==> config.mk <==
export PLATFORM = sky130hd
export DESIGN_NAME = spi_shift_engine
export DESIGN_NICKNAME = d
export VERILOG_FILES = /design/src/rtl/spi_eng_pkg.sv /design/src/rtl/spi_host_regs.sv /design/src/rtl/spi_seq.sv /design/src/rtl/spi_shifter.sv /design/src/rtl/spi_shift_engine.sv
export SDC_FILE = /design/constraint.sdc
export NUM_CORES = 1
export LEC_CHECK = 0
export ABC_AREA = 1
export BUFFER_PORTS_ARGS = -buffer_cell sky130_fd_sc_hd__buf_2
export CAP_MARGIN = 20
export CORE_MARGIN = 2
export CORE_UTILIZATION = 35
export CTS_CLUSTER_DIAMETER = 100
export DETAILED_ROUTE_END_ITERATION = 12
export GPL_TIMING_DRIVEN = 0
export PLACE_DENSITY = 0.53
export SYNTH_ARGS = -nofsm -noshare
export SYNTH_HDL_FRONTEND = slang
export SYNTH_SLANG_ARGS = --single-unit
==> constraint.sdc <==
create_clock -name clk -period 1.92 [get_ports clk]
set_input_delay 0.384 -clock clk [delete_from_list [all_inputs] [get_ports clk]]
set_output_delay 0.384 -clock clk [all_outputs]
set_load 0.01 [all_outputs]
==> src/rtl/spi_eng_pkg.sv <==
package spi_eng_pkg;

  localparam int unsigned ADDR_W = 2;

  localparam logic [ADDR_W-1:0] A_RXBUF = 2'd0;
  localparam logic [ADDR_W-1:0] A_TXBUF = 2'd1;
  localparam logic [ADDR_W-1:0] A_CTRL  = 2'd2;

  // control/status bit positions
  localparam int unsigned CB_ORDER  = 7;
  localparam int unsigned CB_DLY_HI = 6;
  localparam int unsigned CB_DLY_LO = 5;
  localparam int unsigned CB_OD     = 3;
  localparam int unsigned CB_FULL   = 0;

  typedef enum logic [1:0] {
    ST_IDLE  = 2'd0,
    ST_SHIFT = 2'd1,
    ST_HOLD  = 2'd2
  } eng_state_t;

  typedef struct packed {
    logic       lsb_first;
    logic [1:0] dly_sel;
    logic       open_drain;
  } eng_cfg_t;

endpackage

==> src/rtl/spi_host_regs.sv <==
module spi_host_regs
  import spi_eng_pkg::*;
#(
  parameter int DW = 8
) (
  input  logic              clk,
  input  logic              rst_n,
  input  logic              host_wr,
  input  logic              host_rd,
  input  logic [ADDR_W-1:0] host_addr,
  input  logic [DW-1:0]     host_wdata,
  output logic [DW-1:0]     host_rdata,
  input  logic              eng_idle,
  input  logic              xfer_done,
  input  logic [DW-1:0]     rx_byte,
  output logic              start,
  output logic [DW-1:0]     tx_byte,
  output eng_cfg_t          cfg,
  output logic              rx_full
);

  logic [DW-1:0] txbuf_q, rxbuf_q;
  eng_cfg_t      cfg_q, cfg_d;
  logic          full_q, full_d;
  logic          wr_tx, wr_ctl, rd_rx, full_en;

  always_comb begin
    wr_tx   = host_wr && (host_addr == A_TXBUF);
    wr_ctl  = host_wr && (host_addr == A_CTRL);
    rd_rx   = host_rd && (host_addr == A_RXBUF);
    start   = wr_tx && eng_idle;
    cfg_d.lsb_first  = host_wdata[CB_ORDER];
    cfg_d.dly_sel    = host_wdata[CB_DLY_HI:CB_DLY_LO];
    cfg_d.open_drain = host_wdata[CB_OD];
    full_en = xfer_done || rd_rx;
    full_d  = xfer_done;
  end

  always_ff @(posedge clk or negedge rst_n) begin
    if (!rst_n) begin
      txbuf_q <= '0;
      rxbuf_q <= '0;
      cfg_q   <= '0;
      full_q  <= 1'b0;
    end else begin
      if (start)     txbuf_q <= host_wdata;
      if (xfer_done) rxbuf_q <= rx_byte;
      if (wr_ctl)    cfg_q   <= cfg_d;
      if (full_en)   full_q  <= full_d;
    end
  end

  always_comb begin
    host_rdata = '0;
    unique case (host_addr)
      A_RXBUF: host_rdata = rxbuf_q;
      A_TXBUF: host_rdata = txbuf_q;
      A_CTRL: begin
        host_rdata[CB_ORDER]            = cfg_q.lsb_first;
        host_rdata[CB_DLY_HI:CB_DLY_LO] = cfg_q.dly_sel;
        host_rdata[CB_OD]               = cfg_q.open_drain;
        host_rdata[CB_FULL]             = full_q;
      end
      default: host_rdata = '0;
    endcase
  end

  assign tx_byte = txbuf_q;
  assign cfg     = cfg_q;
  assign rx_full = full_q;

endmodule

==> src/rtl/spi_seq.sv <==
module spi_seq
  import spi_eng_pkg::*;
#(
  parameter int DW       = 8,
  parameter int DLY_UNIT = 8
) (
  input  logic     clk,
  input  logic     rst_n,
  input  logic     start,
  input  eng_cfg_t cfg_in,
  output eng_cfg_t cfg_act,
  output logic     idle,
  output logic     busy,
  output logic     sclk,
  output logic     sample_en,
  output logic     shift_en,
  output logic     done
);

  localparam int BC_W = $clog2(DW);
  localparam int DC_W = $clog2(4 * DLY_UNIT);

  eng_state_t      state_q, state_d;
  logic [BC_W-1:0] bit_q, bit_d;
  logic [DC_W-1:0] dly_q, dly_d;
  logic            sclk_q, sclk_d;
  eng_cfg_t        cfg_q;
  logic [2:0]      dsel_p1;
  logic [DC_W-1:0] dly_load;
  logic            last_bit;

  always_comb begin
    sample_en = (state_q == ST_SHIFT) && !sclk_q;
    shift_en  = (state_q == ST_SHIFT) && sclk_q;
    last_bit  = (bit_q == BC_W'(DW - 1));
    done      = (state_q == ST_HOLD) && (dly_q == '0);
    dsel_p1   = {1'b0, cfg_q.dly_sel} + 3'd1;
    dly_load  = DC_W'(int'(dsel_p1) * DLY_UNIT - 1);
  end

  always_comb begin
    state_d = state_q;
    bit_d   = bit_q;
    dly_d   = dly_q;
    sclk_d  = 1'b0;
    unique case (state_q)
      ST_IDLE: begin
        if (start) begin
          state_d = ST_SHIFT;
          bit_d   = '0;
        end
      end
      ST_SHIFT: begin
        sclk_d = !sclk_q;
        if (sample_en) begin
          if (last_bit) begin
            state_d = ST_HOLD;
            dly_d   = dly_load;
          end else begin
            bit_d = bit_q + 1'b1;
          end
        end
      end
      ST_HOLD: begin
        if (dly_q == '0) state_d = ST_IDLE;
        else             dly_d   = dly_q - 1'b1;
      end
      default: state_d = ST_IDLE;
    endcase
  end

  always_ff @(posedge clk or negedge rst_n) begin
    if (!rst_n) begin
      state_q <= ST_IDLE;
      bit_q   <= '0;
      dly_q   <= '0;
      sclk_q  <= 1'b0;
      cfg_q   <= '0;
    end else begin
      state_q <= state_d;
      bit_q   <= bit_d;
      dly_q   <= dly_d;
      sclk_q  <= sclk_d;
      if (start && (state_q == ST_IDLE)) cfg_q <= cfg_in;
    end
  end

  assign cfg_act = cfg_q;
  assign idle    = (state_q == ST_IDLE);
  assign busy    = (state_q == ST_SHIFT);
  assign sclk    = sclk_q;

endmodule

==> src/rtl/spi_shifter.sv <==
module spi_shifter #(
  parameter int DW = 8
) (
  input  logic          clk,
  input  logic          rst_n,
  input  logic          load,
  input  logic [DW-1:0] load_data,
  input  logic          lsb_first,
  input  logic          sample_en,
  input  logic          shift_en,
  input  logic          sdi,
  output logic          tx_bit,
  output logic [DW-1:0] rx_byte
);

  logic [DW-1:0] tx_q, tx_d, rx_q, rx_d;
  logic          tx_en, rx_en;

  always_comb begin
    tx_en = load || shift_en;
    rx_en = sample_en;
    if (load)           tx_d = load_data;
    else if (lsb_first) tx_d = tx_q >> 1;
    else                tx_d = tx_q << 1;
    if (lsb_first) rx_d = {sdi, rx_q[DW-1:1]};
    else           rx_d = {rx_q[DW-2:0], sdi};
  end

  always_ff @(posedge clk or negedge rst_n) begin
    if (!rst_n) begin
      tx_q <= '0;
      rx_q <= '0;
    end else begin
      if (tx_en) tx_q <= tx_d;
      if (rx_en) rx_q <= rx_d;
    end
  end

  assign tx_bit  = lsb_first ? tx_q[0] : tx_q[DW-1];
  assign rx_byte = rx_q;

endmodule

==> src/rtl/spi_shift_engine.sv <==
module spi_shift_engine
  import spi_eng_pkg::*;
#(
  parameter int DW       = 8,
  parameter int DLY_UNIT = 8
) (
  input  logic              clk,
  input  logic              rst_n,
  input  logic              host_wr,
  input  logic              host_rd,
  input  logic [ADDR_W-1:0] host_addr,
  input  logic [DW-1:0]     host_wdata,
  output logic [DW-1:0]     host_rdata,
  input  logic              sdi,
  output logic              sclk,
  output logic              sdo,
  output logic              sdo_oe,
  output logic              busy,
  output logic              rx_full
);

  logic [1:0]    rst_pipe;
  logic          rst_sync_n;
  logic          eng_idle, start, done, sample_en, shift_en, tx_bit, drive_tx;
  logic [DW-1:0] tx_byte, rx_byte;
  eng_cfg_t      cfg_reg, cfg_act;

  // asynchronous assertion, synchronous release
  always_ff @(posedge clk or negedge rst_n) begin
    if (!rst_n) rst_pipe <= '0;
    else        rst_pipe <= {rst_pipe[0], 1'b1};
  end
  assign rst_sync_n = rst_pipe[1];

  spi_host_regs #(.DW(DW)) u_regs (
    .clk(clk), .rst_n(rst_sync_n),
    .host_wr(host_wr), .host_rd(host_rd), .host_addr(host_addr),
    .host_wdata(host_wdata), .host_rdata(host_rdata),
    .eng_idle(eng_idle), .xfer_done(done), .rx_byte(rx_byte),
    .start(start), .tx_byte(tx_byte), .cfg(cfg_reg), .rx_full(rx_full)
  );

  spi_seq #(.DW(DW), .DLY_UNIT(DLY_UNIT)) u_seq (
    .clk(clk), .rst_n(rst_sync_n), .start(start), .cfg_in(cfg_reg),
    .cfg_act(cfg_act), .idle(eng_idle), .busy(busy), .sclk(sclk),
    .sample_en(sample_en), .shift_en(shift_en), .done(done)
  );

  spi_shifter #(.DW(DW)) u_shift (
    .clk(clk), .rst_n(rst_sync_n), .load(start), .load_data(host_wdata),
    .lsb_first(cfg_act.lsb_first), .sample_en(sample_en), .shift_en(shift_en),
    .sdi(sdi), .tx_bit(tx_bit), .rx_byte(rx_byte)
  );

  // keep the last bit on the wire until the clock has fallen
  always_comb begin
    drive_tx = busy || sclk;
    sdo      = drive_tx ? tx_bit : 1'b1;
    sdo_oe   = cfg_act.open_drain ? !sdo : 1'b1;
  end

endmodule

== After elaboration in Yosys (flattened, before gate mapping) ==
Cells that the tools add are included.

* Flip-flop bits (word level): 54
* Output and inout bits: 13
* Logic and storage cells: 77

* Add/sub/neg operators: 4
* Equality and inequality tests: 11
* Mux-type cells: 25
* Reduce and logical (&&, ||, !) cells: 21

{| class="wikitable"
|+ Operators by type and width
! kind !! number
|-
| $mux W8 || 3
|-
| $mux W5 || 3
|-
| $reduce_and A4 Y1 || 3
|-
| $pmux W5 S2 || 1
|-
| $sub A5 B1 Y5 const B || 2
|-
| $mux W3 || 3
|-
| $pmux W3 S3 || 1
|-
| $logic_and A1 B1 Y1 || 8
|-
| $mux W2 || 4
|-
| $ne A2 B1 Y1 const B || 3
|-
| $ne A2 B2 Y1 const B || 3
|-
| $pmux W1 S3 || 2
|-
| $pmux W2 S3 || 1
|-
| $pmux W3 S2 || 1
|-
| $logic_not A5 Y1 || 1
|-
| $eq A2 B1 Y1 const B || 2
|-
| $eq A2 B2 Y1 const B || 2
|-
| $logic_not A2 Y1 || 2
|-
| $mux W1 || 4
|-
| $pmux W2 S2 || 1
|-
| $reduce_bool A2 Y1 || 2
|-
| $add A3 B1 Y3 const B || 1
|-
| $eq A3 B3 Y1 const B || 1
|-
| $logic_or A1 B1 Y1 || 3
|-
| 3 further kinds || 4
|}

== Depth between registers and ports, before layout ==
* Word-level depth: 5
* Depth in mapped cells: 9
* Gate-level depth less buffers: 8

== Modules after synthesis ==
Synthesis repeated with hierarchy kept, for this count alone.

* Cell total of the unflattened synthesis: 336
* Area, all modules: 2,675.1 um2

{| class="wikitable"
|+ Modules (own cells, without submodules)
! module !! times used !! cells each !! area an instance (um2) !! sequential area each (um2)
|-
| spi_host_regs || 1 || 126 || 972.2 || 525.5
|-
| spi_shifter || 1 || 118 || 873.3 || 400.4
|-
| spi_seq || 1 || 86 || 759.5 || 375.4
|-
| spi_shift_engine || 1 || 6 || 70.1 || 50.0
|}

== Worst setup path before layout ==
No wires, ideal clock.

* Path type: reg-to-reg
* From: register u_seq.dly_q[0]
* To: register u_regs.rxbuf_q[6]
* Arrival time: 1,362 ps
* Required time: 1,802 ps
* Setup slack: 440 ps
* Stages on the path, launching flop included: 9
* Clock period less this slack: 1,480 ps
* Cells stage by stage: dfrtp_1 > inv_1 > ha_1 > inv_1 > nor3_1 > nand3_2 > buf_6 > nand2_1 > o21ai_2

* Cells in the longest elaborated chain, start to end: 2

{| class="wikitable"
|+ RTL lines
! what !! RTL line !! RTL
|-
| start: declaration || spi_seq.sv:25 || <nowiki>logic [DC_W-1:0] dly_q, dly_d;</nowiki>
|-
| start signal: assignment || spi_seq.sv:82 || <nowiki>dly_q <= dly_d;</nowiki>
|-
| $logic_not A5 Y1 || spi_seq.sv:36 || <nowiki>done = (state_q == ST_HOLD) && (dly_q == '0);</nowiki>
|-
| $logic_and A1 B1 Y1 || spi_seq.sv:36 ||
|-
| end signal: assignment || spi_host_regs.sv:47 || <nowiki>if (xfer_done) rxbuf_q <= rx_byte;</nowiki>
|-
| end: declaration || spi_host_regs.sv:22 || <nowiki>logic [DW-1:0] txbuf_q, rxbuf_q;</nowiki>
|}

Every way passes these cells.
A chain may end at the register's enable or synchronous reset.

== Worst setup path after layout ==
* From: input port host_addr[1]
* To: output port host_rdata[6]

* Cells in the longest elaborated chain, start to end: 2

{| class="wikitable"
|+ RTL lines
! what !! RTL line !! RTL
|-
| start: declaration || spi_shift_engine.sv:11 || <nowiki>input logic [ADDR_W-1:0] host_addr,</nowiki>
|-
| $eq A2 B2 Y1 (tied with other cells) || spi_host_regs.sv:55 || <nowiki>unique case (host_addr)</nowiki>
|-
| $pmux W3 S3 (*) || spi_host_regs.sv:55 ||
|-
| end: declaration || spi_shift_engine.sv:13 || <nowiki>output logic [DW-1:0] host_rdata,</nowiki>
|}

Every way passes the cells marked *; elsewhere a longest branch is shown, timed or not.

==> flow_summary.ini <==
[placed_design]
pre_cts_setup_slack_ps = 99.5
number_of_instances_in_the_placed_design = 448
place.port_buffers = 27
post_dp_cell_area_mm2 = 0.00290
final_weighted_congestion_in_routability_driven_placement = 0.762
hpwl_um = 4390

[timing]
skew_ps = 7.24
relSlewSlack_pct = 61.5
postLayoutSetupSlackWorst_ps = 106
report.final.slew_viol_count = 0
report.final.hold_viol_count = 0
fin_tns_setup_ps = 0
final_worst_path_period_share_pct = 94.5
timing.final.setup_violations = 0
maxClockFrequency_mhz = 551
grt_setup_unrepaired = no
worstMarginPinSlew_ps = 576
final_period_minus_worst_setup_slack_ps = 1810

[worst_setup_path]
endpoint_kind = output pin
path_delay_family = simple AND/OR/NAND/NOR gates
critical_path_buf_inv_count = 2
path_cells = buf_2 -> nor2_1 -> nand2_1 -> o211ai_1 -> buf_2
crit_fanout = 9
regToRegSetupSlack_ps = 260
worst_stage_delay_on_the_critical_path_ps = 460
worstSetupStartpoint = host_addr[1]
critical_path.reg2reg.endpoint = u_regs.rxbuf_q[6]
worstRegToRegCells = 8
worst-endpoint-arrival_ps = 1430
timing.critical_path.from_type = primary input
critPathSlowestCell = sky130_fd_sc_hd__nor2_1
critPathMostFrequentCell = sky130_fd_sc_hd__buf_2
cp.required_ps = 1540
startpoint_of_the_worst_register_to_register_path = u_seq.dly_q[0]
critical_path_class = primary input to output pin

[synth]
synth_area_leaders = sky130_fd_sc_hd__dfrtp_1 (52%), sky130_fd_sc_hd__nand2_1 (17%), sky130_fd_sc_hd__o21ai_0 (5.7%), sky130_fd_sc_hd__inv_1 (5.4%), sky130_fd_sc_hd__o211ai_1 (4.0%)
syn_inst = 321
synthesis.area_mm2 = 0.00262
async_flop_share_pct = 100
sequential_cell_area_fraction_in_the_yosys_report_pct = 51.6
most_instantiated_library_cell_after_synthesis = sky130_fd_sc_hd__nand2_1
synth-edff-count = 0
syn-num-nets = 339
postSynth.topFlopCell = sky130_fd_sc_hd__dfrtp_1
yosysWarnings = 0
synth_top_area_share_pct = 51.6
leading_post_synthesis_cells_by_instance_count = sky130_fd_sc_hd__nand2_1 (120), sky130_fd_sc_hd__dfrtp_1 (54), sky130_fd_sc_hd__inv_1 (38)
post_synth.cell_area_avg_um2 = 8.16
flops_latches_synth = 54
cell_variety_after_synth = 23
leading_area_contributor_after_synthesis = sky130_fd_sc_hd__dfrtp_1

[global_route]
gr-total-overflow = 0
grt_antenna_before_repair = 0
top_usage_layer = met1
grt_max_degree = 35
gr-usage-all-layers_pct = 15.7
first_global_vias = 2058
grt_first_pass_wirelength_um = 10300
grtUsageMet3_pct = 2.50
gr_layer_usage_met2_pct = 23.2
grt_util_met1_pct = 23.3

[die]
start_util_pct = 36.1
floorplan.die_area_mm2 = 0.00819
core_region_area_mm2 = 0.00725
dieWidth_um = 90.5
ioPinCount = 28
die_height_um = 90.5
floorplan.rows = 31

[detailed_routing]
wl_per_cell_um = 13.1
detail_route.first_pass.iterations = 4
route.vias.total = 2157
drc = 0
route.antenna.remaining_nets = 0
wl_um = 6000
drt-vias-per-instance = 4.70
drt-initial-drc-count = 68

[flow_run]
maxCapViolCount = 0

[power]
worst_ir_drop_vdd_mv = 0.450
power-per-cell-area_mw_per_mm2 = 1310
power.static_leakage_nw = 1.51

[clock_network]
cts.sinks = 54
clk_latency_ps = 310
tritoncts = built
cts_inserted_buffers = 5
clk_transition_reported_paths_ps = 100
clockRootBuffer = sky130_fd_sc_hd__clkbuf_8
clk_path_buf_depth = 2
htreeDepth = 2

[layout]
nNetsFinal = 377
final-instance-count-excl-fill = 459
filler_cell_count = 743
final_layout_size_suffix_gt1_share_pct = 18.3
synthToLayoutAreaGrowth_pct = 16.0
stdcell_area_mm2 = 0.00304
antenna-diode-count = 0

[status]
status = completed

[hold_path]
hp-class = flip-flop to async pin
[worst max-delay path by stage]
stage,endpoint,cells after the start
after floorplan,u_regs.cfg[0],0
after global placement,u_seq.bit_q[0],0
after detailed placement,host_rdata[6],5
after CTS,sdo_oe,4
after global routing,host_rdata[5],5
final,host_rdata[6],5
[power breakdown]
group,leakage (nW),internal (mW),total (mW),switching (mW)
Clock,0.0579,0.385,0.781,0.396
Sequential,0.679,1.51,1.78,0.270
Combinational,0.775,0.507,1.42,0.911
Total,1.51,2.41,3.98,1.58
[worst register-to-register path, stage by stage, from the launching register on]
cell and delay (ps):
sky130_fd_sc_hd__dfrtp_1 390, sky130_fd_sc_hd__inv_1 110, sky130_fd_sc_hd__ha_1 210, sky130_fd_sc_hd__inv_1 60
sky130_fd_sc_hd__nor3_1 240, sky130_fd_sc_hd__nand3_2 220, sky130_fd_sc_hd__buf_6 210, sky130_fd_sc_hd__nand2_1 70
sky130_fd_sc_hd__o21ai_2 50
[placed cells by master, fill, tap and decap left out]
| master | synthesis | final |
|---|---|---|
| sky130_fd_sc_hd__dfrtp_1 | 54 | 52 |
| sky130_fd_sc_hd__clkinv_2 | 0 | 2 |
| sky130_fd_sc_hd__clkbuf_1 | 3 | 2 |
| sky130_fd_sc_hd__buf_6 | 2 | 2 |
| sky130_fd_sc_hd__bufinv_16 | 0 | 1 |
| sky130_fd_sc_hd__nand3_1 | 19 | 19 |
| sky130_fd_sc_hd__nor2_2 | 3 | 3 |
| sky130_fd_sc_hd__nand4_1 | 1 | 1 |
| sky130_fd_sc_hd__buf_2 | 2 | 29 |
| sky130_fd_sc_hd__inv_2 | 2 | 2 |
| sky130_fd_sc_hd__dlygate4sd3_1 | 0 | 1 |
| sky130_fd_sc_hd__buf_12 | 0 | 1 |
| sky130_fd_sc_hd__clkbuf_8 | 0 | 5 |
| sky130_fd_sc_hd__conb_1 | 1 | 1 |
| sky130_fd_sc_hd__nor2_4 | 5 | 5 |
| sky130_fd_sc_hd__dfrtp_2 | 0 | 2 |
| sky130_fd_sc_hd__ha_1 | 3 | 3 |
| sky130_fd_sc_hd__o221ai_1 | 1 | 1 |
| sky130_fd_sc_hd__nand3_2 | 1 | 1 |
| sky130_fd_sc_hd__nand2_2 | 1 | 1 |
| sky130_fd_sc_hd__buf_4 | 1 | 4 |
| sky130_fd_sc_hd__a21oi_1 | 1 | 1 |
| sky130_fd_sc_hd__nor3_1 | 1 | 1 |
| sky130_fd_sc_hd__nand2_1 | 120 | 120 |
| sky130_fd_sc_hd__inv_1 | 38 | 38 |
| sky130_fd_sc_hd__o21ai_0 | 30 | 30 |
| sky130_fd_sc_hd__o211ai_1 | 14 | 14 |
| sky130_fd_sc_hd__o21ai_2 | 8 | 8 |
| sky130_fd_sc_hd__nor2_1 | 10 | 10 |
[metal layers]
metal  up-vias  routed length [um]  share of wire (%)
met5         -                   0                  0
met4         0                  68                1.1
met3         4                 250                4.2
met2        39                2600                 43
met1      1016                3080                 51
li1       1098                   -                  -
[what timing repair did]
item,CTS,global route
hold buffers,1,0
gates cloned,0,0
buffers inserted,0,3
gates resized for setup,0,1
endpoints found under the hold margin,2,0
endpoints found under the setup margin,2,3
pin swaps,0,1
[through the flow]
stage / util [%] / total power, mW / hold WS (ps)
after floorplan: - / 2.81 / 88.4
after global placement: 39.7 / 3.22 / 171
after detailed placement: 40.0 / 3.25 / 173
after CTS: 41.6 / 4.03 / 242
after global routing: 41.9 / 4.30 / 272
final: 41.9 / 3.98 / 224
[kinds of logic after synthesis]
group           Yosys count  share of synthesized area, %
buf+inv                  48                          7.69
flops                    54                          51.6
compound gates           54                          12.9
other cells               1                         0.143
fa+ha+maj                 3                          1.43
simple gates            161                          26.2
[layout make-up]
class / instances / area (um^2) / share of cell area (%)
clock inverter: 3 / 40.0 / 1.32
clock buffer: 5 / 68.8 / 2.27
sequential: 54 / 1350 / 44.6
buffer: 7 / 47.5 / 1.57
tap: 99 / 124 / 4.08
multi-input combinational: 219 / 1070 / 35.1
timing repair buffer: 32 / 188 / 6.18
inverter: 40 / 150 / 4.94
Power figures use the tool's default switching activity.
